<file path="src/rtl/keylock_pkg.sv">
package keylock_pkg;

   typedef enum logic [2:0] {
      MT_NONE = 3'd0,
      MT_0    = 3'd1,
      MT_01   = 3'd2,
      MT_011  = 3'd3,
      MT_0110 = 3'd4
   } match_t;

   // Overlap-preserving advance of the matched prefix by one symbol.
   function automatic match_t match_step(match_t cur, logic sym);
      match_t nxt;
      case (cur)
         MT_NONE: nxt = sym ? MT_NONE : MT_0;
         MT_0:    nxt = sym ? MT_01   : MT_0;
         MT_01:   nxt = sym ? MT_011  : MT_0;
         MT_011:  nxt = sym ? MT_NONE : MT_0110;
         MT_0110: nxt = sym ? MT_01   : MT_0;
         default: nxt = MT_NONE;
      endcase
      return nxt;
   endfunction

endpackage

</file>
<file path="src/rtl/keylock_sync.sv">
module keylock_sync #(
   parameter int WIDTH  = 2,
   parameter int STAGES = 2
) (
   input  logic             clk,
   input  logic             rst,
   input  logic [WIDTH-1:0] d_async,
   output logic [WIDTH-1:0] q_sync
);

   localparam int TOP = STAGES - 1;

   if (STAGES < 2) begin : g_bad_stages
      $error("keylock_sync: STAGES must be at least 2");
   end
   if (WIDTH < 1) begin : g_bad_width
      $error("keylock_sync: WIDTH must be at least 1");
   end

   for (genvar i = 0; i < WIDTH; i++) begin : g_bit
      logic [STAGES-1:0] chain;
      always_ff @(posedge clk) begin
         if (rst) chain <= '0;
         else     chain <= {chain[TOP-1:0], d_async[i]};
      end
      assign q_sync[i] = chain[TOP];
   end

endmodule

</file>
<file path="src/rtl/keylock_fsm.sv">
module keylock_fsm
   import keylock_pkg::*;
(
   input  logic clk,
   input  logic rst,
   input  logic key0,
   input  logic key1,
   output logic unlock
);

   match_t match_q, match_d;
   logic   busy_q, busy_d;
   logic   unlock_q;
   logic   any_key;

   assign any_key = key0 | key1;

   always_comb begin
      match_d = match_q;
      busy_d  = busy_q;
      if (busy_q) begin
         if (!any_key) busy_d = 1'b0;
      end else if (key0 && key1) begin
         busy_d = 1'b1;
      end else if (key0) begin
         match_d = match_step(match_q, 1'b0);
         busy_d  = 1'b1;
      end else if (key1) begin
         match_d = match_step(match_q, 1'b1);
         busy_d  = 1'b1;
      end
   end

   always_ff @(posedge clk) begin
      if (rst) begin
         match_q  <= MT_NONE;
         busy_q   <= 1'b0;
         unlock_q <= 1'b0;
      end else begin
         match_q  <= match_d;
         busy_q   <= busy_d;
         unlock_q <= (match_d == MT_0110);
      end
   end

   assign unlock = unlock_q;


   reset_state_chk: assert property (@(posedge clk)
      rst |=> (match_q == MT_NONE) && !unlock_q && !busy_q);


   busy_hold_chk: assert property (@(posedge clk) disable iff (rst)
      (busy_q && any_key) |=> $stable(match_q) && busy_q);


   both_ignore_chk: assert property (@(posedge clk) disable iff (rst)
      (!busy_q && key0 && key1) |=> $stable(match_q) && busy_q);


   accept_arms_chk: assert property (@(posedge clk) disable iff (rst)
      (!busy_q && (key0 ^ key1)) |=> busy_q);


   open_from_011_chk: assert property (@(posedge clk) disable iff (rst)
      $rose(unlock_q) |-> ($past(match_q) == MT_011) && !$past(key1));


   unlock_hold_chk: assert property (@(posedge clk) disable iff (rst)
      (unlock_q && busy_q) |=> unlock_q);


   moore_stable_chk: assert property (@(posedge clk) disable iff (rst)
      busy_q |=> $stable(unlock_q));

endmodule

</file>
<file path="src/rtl/twobtn_seq_lock.sv">
module twobtn_seq_lock #(
   parameter int SYNC_STAGES = 2
) (
   input  logic clk,
   input  logic rst,
   input  logic key0_raw,
   input  logic key1_raw,
   output logic unlock
);

   localparam int NKEYS = 2;

   logic [NKEYS-1:0] keys_sync;

   keylock_sync #(
      .WIDTH  (NKEYS),
      .STAGES (SYNC_STAGES)
   ) u_sync (
      .clk     (clk),
      .rst     (rst),
      .d_async ({key1_raw, key0_raw}),
      .q_sync  (keys_sync)
   );

   keylock_fsm u_fsm (
      .clk    (clk),
      .rst    (rst),
      .key0   (keys_sync[0]),
      .key1   (keys_sync[1]),
      .unlock (unlock)
   );

endmodule

</file>
<file path="config.mk">
export PLATFORM = sky130hd
export DESIGN_NAME = twobtn_seq_lock
export DESIGN_NICKNAME = d
export VERILOG_FILES = /design/src/rtl/keylock_pkg.sv /design/src/rtl/keylock_sync.sv /design/src/rtl/keylock_fsm.sv /design/src/rtl/twobtn_seq_lock.sv
export SDC_FILE = /design/constraint.sdc
export NUM_CORES = 1
export LEC_CHECK = 0
export BUFFER_PORTS_ARGS = -buffer_cell sky130_fd_sc_hd__buf_4
export CAP_MARGIN = 20
export CORE_AREA = 2 2 39 41
export DETAILED_ROUTE_END_ITERATION = 12
export DIE_AREA = 0 0 41 43
export PLACE_DENSITY = 0.49
export SKIP_LAST_GASP = 1
export SYNTH_ARGS = -nofsm -noshare
export SYNTH_HDL_FRONTEND = slang
export SYNTH_HIERARCHICAL = 1
export SYNTH_SLANG_ARGS = --single-unit
</file>
<file path="constraint.sdc">
create_clock -name clk -period 2.1 [get_ports clk]
set_input_delay 0.63 -clock clk [delete_from_list [all_inputs] [get_ports clk]]
set_output_delay 0.63 -clock clk [all_outputs]
set_load 0.01 [all_outputs]
</file>
### Yosys cells after proc, flatten, opt, wreduce, memory -nomap -nowiden

Index checks and enable logic that the tools add are counted.

* bits in writable memories: 0
* memory bits (read-only): 0
* output and inout bits: 1
* register bits after elaboration: 9
* word-level logic and storage cells: 26
* memories kept: 0
* latch bits: 0
* input port bits: 4

* $add $sub $neg: 0
* magnitude comparators: 0
* divide/modulo/power cells: 0
* $mul: 0
* multiplexer cells: 11
* reductions and logical operators: 4
* shift operators: 0
* equality and inequality tests: 5
* bitwise gates (word level): 1

Operators by type and width (count)
* 3-bit two-way mux: 4
* 3-bit by 2-bit == test with 1-bit output (second input constant): 2
* 3-bit == test (second input constant): 2
* 3-bit one-hot mux with 2 select lines: 1
* 1-bit two-way mux: 5
* 2-bit one-hot mux with 2 select lines: 1
* 4-bit OR reduction: 1
* 3-bit by 1-bit == test with 1-bit output (second input constant): 1
* 3-bit logical NOT: 1
* 2-bit OR reduction: 1
* 1-bit logical AND: 1
* 1-bit bitwise OR: 1

### Logic depth before layout (Yosys ltp)

Gate-level depths: netlist of the first run.

* depth in word-level cells: 8
* depth in mapped cells: 5
* depth with buffers taken out: 4

### Cells and area by module

Netlist of the first run, hierarchy kept.

Modules (own cells, without submodules)
* keylock_fsm: seq. area each 100.1 µm², cells each 32, instances 1, area each 277.8 µm²
* keylock_sync: seq. area each 80.1 µm², cells each 10, instances 1, area each 120.1 µm²

### Worst setup path before layout of the first run

OpenSTA, ideal clock, no wires.

* path type: flip-flop to flip-flop
* start point: register u_sync.g_bit[0].chain[1]
* end point: register u_fsm.unlock_q (netlist: u_fsm/unlock)
* data arrival time: 1.132 ns
* stages on the path, launching flop included: 6
* path buffers: 1
* setup slack: 0.852 ns
* library setup time: 0.116 ns
* required time: 1.984 ns
* period minus slack after synthesis: 1.248 ns
* path through: dfxtp_1 -> buf_4 -> nor4b_2 -> a21oi_1 -> o311a_1 -> and4_1

* longest elaborated chain between the ends: 4
* elaborated cells between the ends (all ways): 5
* classes of those cells: eq/ne: 1; mux: 3; reduce/logical: 1

RTL lines
* start, declared: line keylock_sync.sv:21 `logic [STAGES-1:0] chain;`
* start signal, assigned: line keylock_sync.sv:24 `else chain <= {chain[TOP-1:0], d_async[i]};`
* 3-bit two-way mux or 1-bit logical AND (tied branches): line keylock_fsm.sv:25, keylock_fsm.sv:23
* 3-bit two-way mux *: line keylock_fsm.sv:23 `end else if (key0 && key1) begin`
* 3-bit two-way mux *: line keylock_fsm.sv:21 `if (busy_q) begin`
* 3-bit == test *: line keylock_fsm.sv:42 `unlock_q <= (match_d == MT_0110);`
* end signal, assigned: line keylock_fsm.sv:42
* end, declared: line keylock_fsm.sv:13 `logic unlock_q;`

Mark *: on every way between the ends. The rest lies on a longest branch, timed or not.
A chain may end at the register's enable or synchronous reset.

### Worst setup path in the final report of the first run

* start point: register u_fsm.match_q[0]
* end point: register u_fsm.unlock_q (netlist: u_fsm/unlock)

* longest elaborated chain between the ends: 8
* elaborated cells between the ends (all ways): 14
* classes of those cells: eq/ne: 5; mux: 6; reduce/logical: 3

RTL lines
* start, declared: line keylock_fsm.sv:11 `match_t match_q, match_d;`
* start signal, assigned: line keylock_fsm.sv:40 `match_q <= match_d;`
* 3-bit by 1-bit == test with 1-bit output or 3-bit == test (tied branches): line keylock_pkg.sv:14 `case (cur)`
* 2-bit OR reduction (no line)
* 2-bit one-hot mux with 2 select lines: line keylock_pkg.sv:14
* 3-bit two-way mux: line keylock_fsm.sv:28 `end else if (key1) begin`
* 3-bit two-way mux: line keylock_fsm.sv:25 `end else if (key0) begin`
* 3-bit two-way mux: line keylock_fsm.sv:23
* 3-bit two-way mux *: line keylock_fsm.sv:21
* 3-bit == test *: line keylock_fsm.sv:42

Marks and branches as above.

==> flow_summary.toml, run 1 <==
[timing]
rsz0062_at_grt = "false"
max_freq_ghz = 0.7471
drv_slew = 0
max_slew_margin_pct = 77.80
min_period_over_period_pct = 63.74
whs_ps = 438.1
setup_viol = 0
fin_ws_ps = 761.5
fin_setup_tns_ps = 0
hold_violations = 0
finClkSkew_ps = 0.7986
period_needed_ps = 1339
worstMarginPinSlew_ps = 332.2

[critical_path]
slowest_delay_ps = 450
ff2ff_path_depth = 4
cp.required_ps = 2240
cp-start-kind = "flip-flop"
crit_path_cell_trace = "nor4b_2, a21oi_1, o311a_1, and4_1"
path_buf_inv = 0
rr_startpoint = "u_fsm/match_q[0]"
cp.depth = 4
crit_path_max_fanout = 8
cp_top_family = "flip-flops"
cp_slowest_cell = "dfxtp_1"
arrival_ps = 1480
end_kind = "flip-flop"
cp-startpoint = "u_fsm/match_q[0]"
critPathKind = "flip-flop to flip-flop"

[synth]
syn_area_sq_um = 397.9
synthTopCellsByCount = "dfxtp_1, nor2_1, nor2b_1, inv_1"
ys_ff_latch = 9
synthTopCellsByArea = "dfxtp_1, nor2b_1, nor2_1, buf_4, nor4b_2"
synth_top_area_share_pct = 45.28
yosysMostFrequentCell = "dfxtp_1"
yosys_most_used_dff = "dfxtp_1"
yosys.area.top_type = "dfxtp_1"
synth_edf_count = 0
yosys_warnings = 6
synth_nets = 46
synth_cell_types = 22
ys_seq_area_share_pct = 45.28
postSynthCellCount = 42
syn_area_per_cell_sq_um = 9.473
synthArstFlopShare_pct = 0

[power_and_ir_drop]
peakVddDrop_v = 0.0003060
power_density_mw_per_mm2 = 751.4
p_leak_nw = 0.1757
p_total_mw = 0.3450

[flow_run]
maxCapViolCount = 0

[die]
pin_count = 5
fp.dieH_um = 43
rows = 14
core-area_sq_mm = 0.001384
die_x_um = 41
die_area_sq_mm = 0.001763
start_util_pct = 28.75

[clock_network]
cts.repair.resized = 0
holdBufCountCts = 0
cts_made_buffers = 3
clockBufferDepth = 2
cts_sinks = 9
clk_pin_slew_ps = 60
clock_latency_ps = 250
cts_root_buf = "clkbuf_4"
cts_tree = "built"
cts_setup_buffers = 0
cts_max_level = 1

[detailed_routing]
ant_nets = 0
drt_iter0_drc = 9
dr.pass1.iters = 4
drc = 0
viasPerCell = 5.063
wl_per_cell_um = 10.56
num_vias = 324
wl_um = 676

[global_route]
antenna_found_initial = 0
grt.busiest_layer = "met1"
grt_use_met2_pct = 12.19
met1_usage_pct = 15.31
grt_usage_pct = 10.79
grt.met3_usage_pct = 4.712
grt_overflow_total = 0
grt_max_degree = 10
grt_pass1_wl_mm = 1.235
grt_pass1_vias = 272

[cells_and_area]
synthToLayoutAreaGrowth_pct = 15.41
diodes = 0
layout-drive-gt1-share_pct = 18.75
utilization_pct = 33.18
nNetsFinal = 53

[min_path]
worstHoldStart = "u_sync/g_bit[1].chain[0]"
whs_path_depth = 1
min_path_type = "flip-flop to flip-flop"

[status]
status = "finished, final reports clean"

[placement]
globalplace.congestion = 0.7223
io_buffer_count = 4
hpwl_um = 484.4
place_ws_ps = 788.7
kinds of logic after synthesis:
kind of cell           count (synthesis)  synth area share, %
flip-flops                             9                45.28
AO/OA/AOI/OAI                         12                21.07
AND/OR/NAND/NOR                       16                27.04
buffers and inverters                  5                6.602
layout make-up:
type                            count  area [sq um]
Timing Repair Buffer                4         30.03
Tap cell                           16         20.02
Sequential cell                     9         180.2
Fill cell                         139         924.6
Multi-Input combinational cell     28         191.4
Inverter                            3         11.26
Clock buffer                        4         26.28
power by group:
group          switching, mW  internal (mW)
clock                 0.0514         0.0726
sequential            0.0101          0.178
combinational         0.0152         0.0173
total                 0.0767          0.268
state kept, by name, indices dropped and copies added (netlist names):
name and cells:
u_fsm/busy_q 1, u_fsm/match_q 3, u_fsm/unlock 1, u_sync/g_bit.chain 4
cells in the final DEF, fill, tap and decap left out, types with 2 or more instances in the layout:
| cell | synthesis | final |
|---|---|---|
| a21oi_1 | 2 | 2 |
| buf_4 | 2 | 4 |
| clkbuf_4 | 0 | 3 |
| dfxtp_1 | 9 | 9 |
| inv_1 | 3 | 3 |
| nor2_1 | 5 | 5 |
| nor2b_1 | 4 | 4 |
| o21ai_1 | 2 | 2 |
layer usage:
| metal | wire length (um) | vias to the layer above | part of all wire (%) |
|---|---|---|---|
| met2 | 317 | 8 | 47 |
| met3 | 31 | 2 | 4.6 |
| met1 | 318 | 149 | 47 |
| met4 | 9 | 0 | 1.3 |
| met5 | 0 | - | 0 |
| li1 | - | 165 | - |
per-stage QoR:
step	instances	area, sq um
global placement	60	432.9
floorplan	42	397.9
CTS	64	459.2
finish	64	459.2
detailed placement	60	432.9
global route	64	459.2
path summary, 6_finish.rpt:
kind / endpoint / slack, ps
setup reg to reg: u_fsm/unlock / 760
hold / removal: u_sync/g_bit[1].chain[1] / 440
setup / recovery: u_fsm/unlock / 760
hold reg to reg: u_sync/g_bit[1].chain[1] / 440
(Power assumes the default switching activity.)
==> run 2, diff against run 1 <==
Clock period 2.1 ns to 1.3 ns, I/O delays scaled along.
==> run 2 against run 1 <==
  * Sequential share of layout area down 2.0 points
  * Non-clock buffer count up 2
  * Largest cell class unchanged
  * Critical endpoint unchanged
  * Routed wire length up 12%
  * Clock power up 65%
  * Via count up 5.6%
  * Sequential cell count unchanged
  * Cell count up 3.1%
  * First-iteration DRC count down 44%
==> flow_summary.toml, run 2 (same netlist as run 1, synthesis figures left out) <==
[status]
status = "finished, final reports clean"

[timing]
setup_viol = 0
worstMarginPinSlew_ps = 275.1
max_slew_margin_pct = 81.63
min_period_over_period_pct = 97.10
rsz0062_at_grt = "true"
hold_violations = 0
period_needed_ps = 1262
max_freq_ghz = 0.7922
finClkSkew_ps = 3.262
drv_slew = 0

[placement]
hpwl_um = 537.7
placed_area_sq_um = 447.9
io_buffer_count = 4
globalplace.congestion = 0.7200

[die]
pin_count = 5
rows = 14
start_util_pct = 28.75
die_x_um = 41
die_area_sq_mm = 0.001763
core-area_sq_mm = 0.001384
fp.dieH_um = 43

[clock_network]
cts_root_buf = "clkbuf_4"
cts_max_level = 1
clockBufferDepth = 2
cts_tree = "built"
cts_made_buffers = 3
clock_latency_ps = 250
cts_sinks = 9
cts_setup_buffers = 0
clk_pin_slew_ps = 60

[power_and_ir_drop]
netSwitchingFraction_pct = 23.35
pwr-share-seq_pct = 52.5
cellInternalPower_mw = 0.4435
p_total_mw = 0.5786
p_leak_nw = 0.1914
power_frac_clock_pct = 35.5
pwr-share-comb_pct = 12.0
power_density_mw_per_mm2 = 1156
switching_power_mw = 0.1351
peakVddDrop_v = 0.0004793

[min_path]
min_path_type = "input pin to flip-flop"
whs_path_depth = 2
whs_endpoint = "u_sync/g_bit[0].chain[0]"
worstHoldStart = "key0_raw"

[detailed_routing]
wl_per_cell_um = 11.52
viasPerCell = 5.182
num_vias = 342
dr.pass1.iters = 5
drc = 0
routedLengthMet1_um = 357
routed.top_layer = "met4"
drt_iter0_drc = 5
wl_um = 760
met3_length_um = 19
wl_met2_um = 372
ant_nets = 0

[cells_and_area]
largest_reg_flops = 4
reg_top3 = "u_sync/g_bit.chain x4, u_fsm/match_q x3"
diodes = 0
post-route-cell-area_sq_um = 500.5
final_cell_mix = "buf_4, dfxtp_1, nor2_1, nor2b_1"
synthToLayoutAreaGrowth_pct = 25.79
utilization_pct = 36.17
nFillCells = 141
layout-drive-gt1-share_pct = 32.00
nNetsFinal = 55
regMostFlops = "u_sync/g_bit.chain"

[critical_path]
arrival_ps = 1410
crit_path_cell_trace = "nor4b_4, a21oi_1, o311a_1, and4_1"
cp.required_ps = 1450
cp_slowest_cell = "dfxtp_4"
critPathKind = "flip-flop to flip-flop"
rrSetupSlack_ps = 40
crit_path_max_fanout = 8
rr_startpoint = "u_sync/g_bit[0].chain[1]"
cp_top_family = "simple AND/OR/NAND/NOR gates"
slowest_delay_ps = 370
r2r_end = "u_fsm/unlock"
path_buf_inv = 0
ff2ff_path_depth = 4
cp-start-kind = "flip-flop"
end_kind = "flip-flop"

[flow_run]
maxCapViolCount = 0

[global_route]
grt_pass1_vias = 295
grt_max_degree = 9
antenna_found_initial = 0
grt_usage_pct = 10.49
grt_overflow_total = 0
grt_pass1_wl_mm = 1.173
[run 2: cell types whose count changed in the layout (fill, tap and decap cells not counted), sizes merged]
cell	before	now
buf	4	6
[run 2: worst max-delay path by stage]
| stage | endpoint | start | cells past startpoint | slack (ps) |
|---|---|---|---|---|
| final | u_fsm/unlock | u_sync/g_bit[0].chain[1] | 4 | 40 |
| after global routing | u_fsm/unlock | u_sync/g_bit[0].chain[1] | 4 | -40 |
| after global placement | u_fsm/unlock | u_sync/g_bit[0].chain[1] | 4 | -20 |
| after detailed placement | u_fsm/unlock | u_sync/g_bit[0].chain[1] | 4 | -10 |
| after floorplan | u_fsm/unlock | u_sync/g_bit[0].chain[1] | 5 | 50 |
| after CTS | u_fsm/unlock | u_fsm/match_q[1] | 4 | 5 |
[run 2: power by group through the flow]
stage	logic (mW)	clock network [mW]	registers, mW
after floorplan	0.0426	0	0.303
after global placement	0.0631	0	0.308
after detailed placement	0.0638	0	0.307
after CTS	0.0640	0.217	0.301
after global routing	0.0772	0.228	0.305
final	0.0694	0.205	0.304
[run 2: stage by stage]
stage	setup TNS [ps]	hold WS [ps]	setup slack [ps]	instances
floorplan	0	413.8	51.97	42
global placement	-16.18	416.6	-16.18	62
detailed placement	-10.37	425.1	-10.37	62
CTS	0	340.7	4.769	66
global route	-36.35	342.5	-36.35	66
finish	0	350.5	37.65	66
[run 2: layout make-up]
cell class,count,area (sq um),area share (%)
clock buffers,4,26.28,5.250
inverters,3,11.26,2.250
multi-input cells,28,211.5,42.25
flip-flops and latches,9,186.4,37.25
well taps,16,20.02,4.000
repair buffers,6,45.04,9.000
[run 2: timing repair]
item	CTS	global route
hold buffers	0	0
gates resized for setup	1	6
setup endpoints to repair	1	1
gates cloned	0	0
pin swaps	0	1
endpoints found under the hold margin	0	0
[run 2: layer usage]
metal	track usage, %	up-vias
met5	0	-
met4	8.000	0
met3	4.712	2
met2	14.06	6
met1	12.42	166
li1	-	168
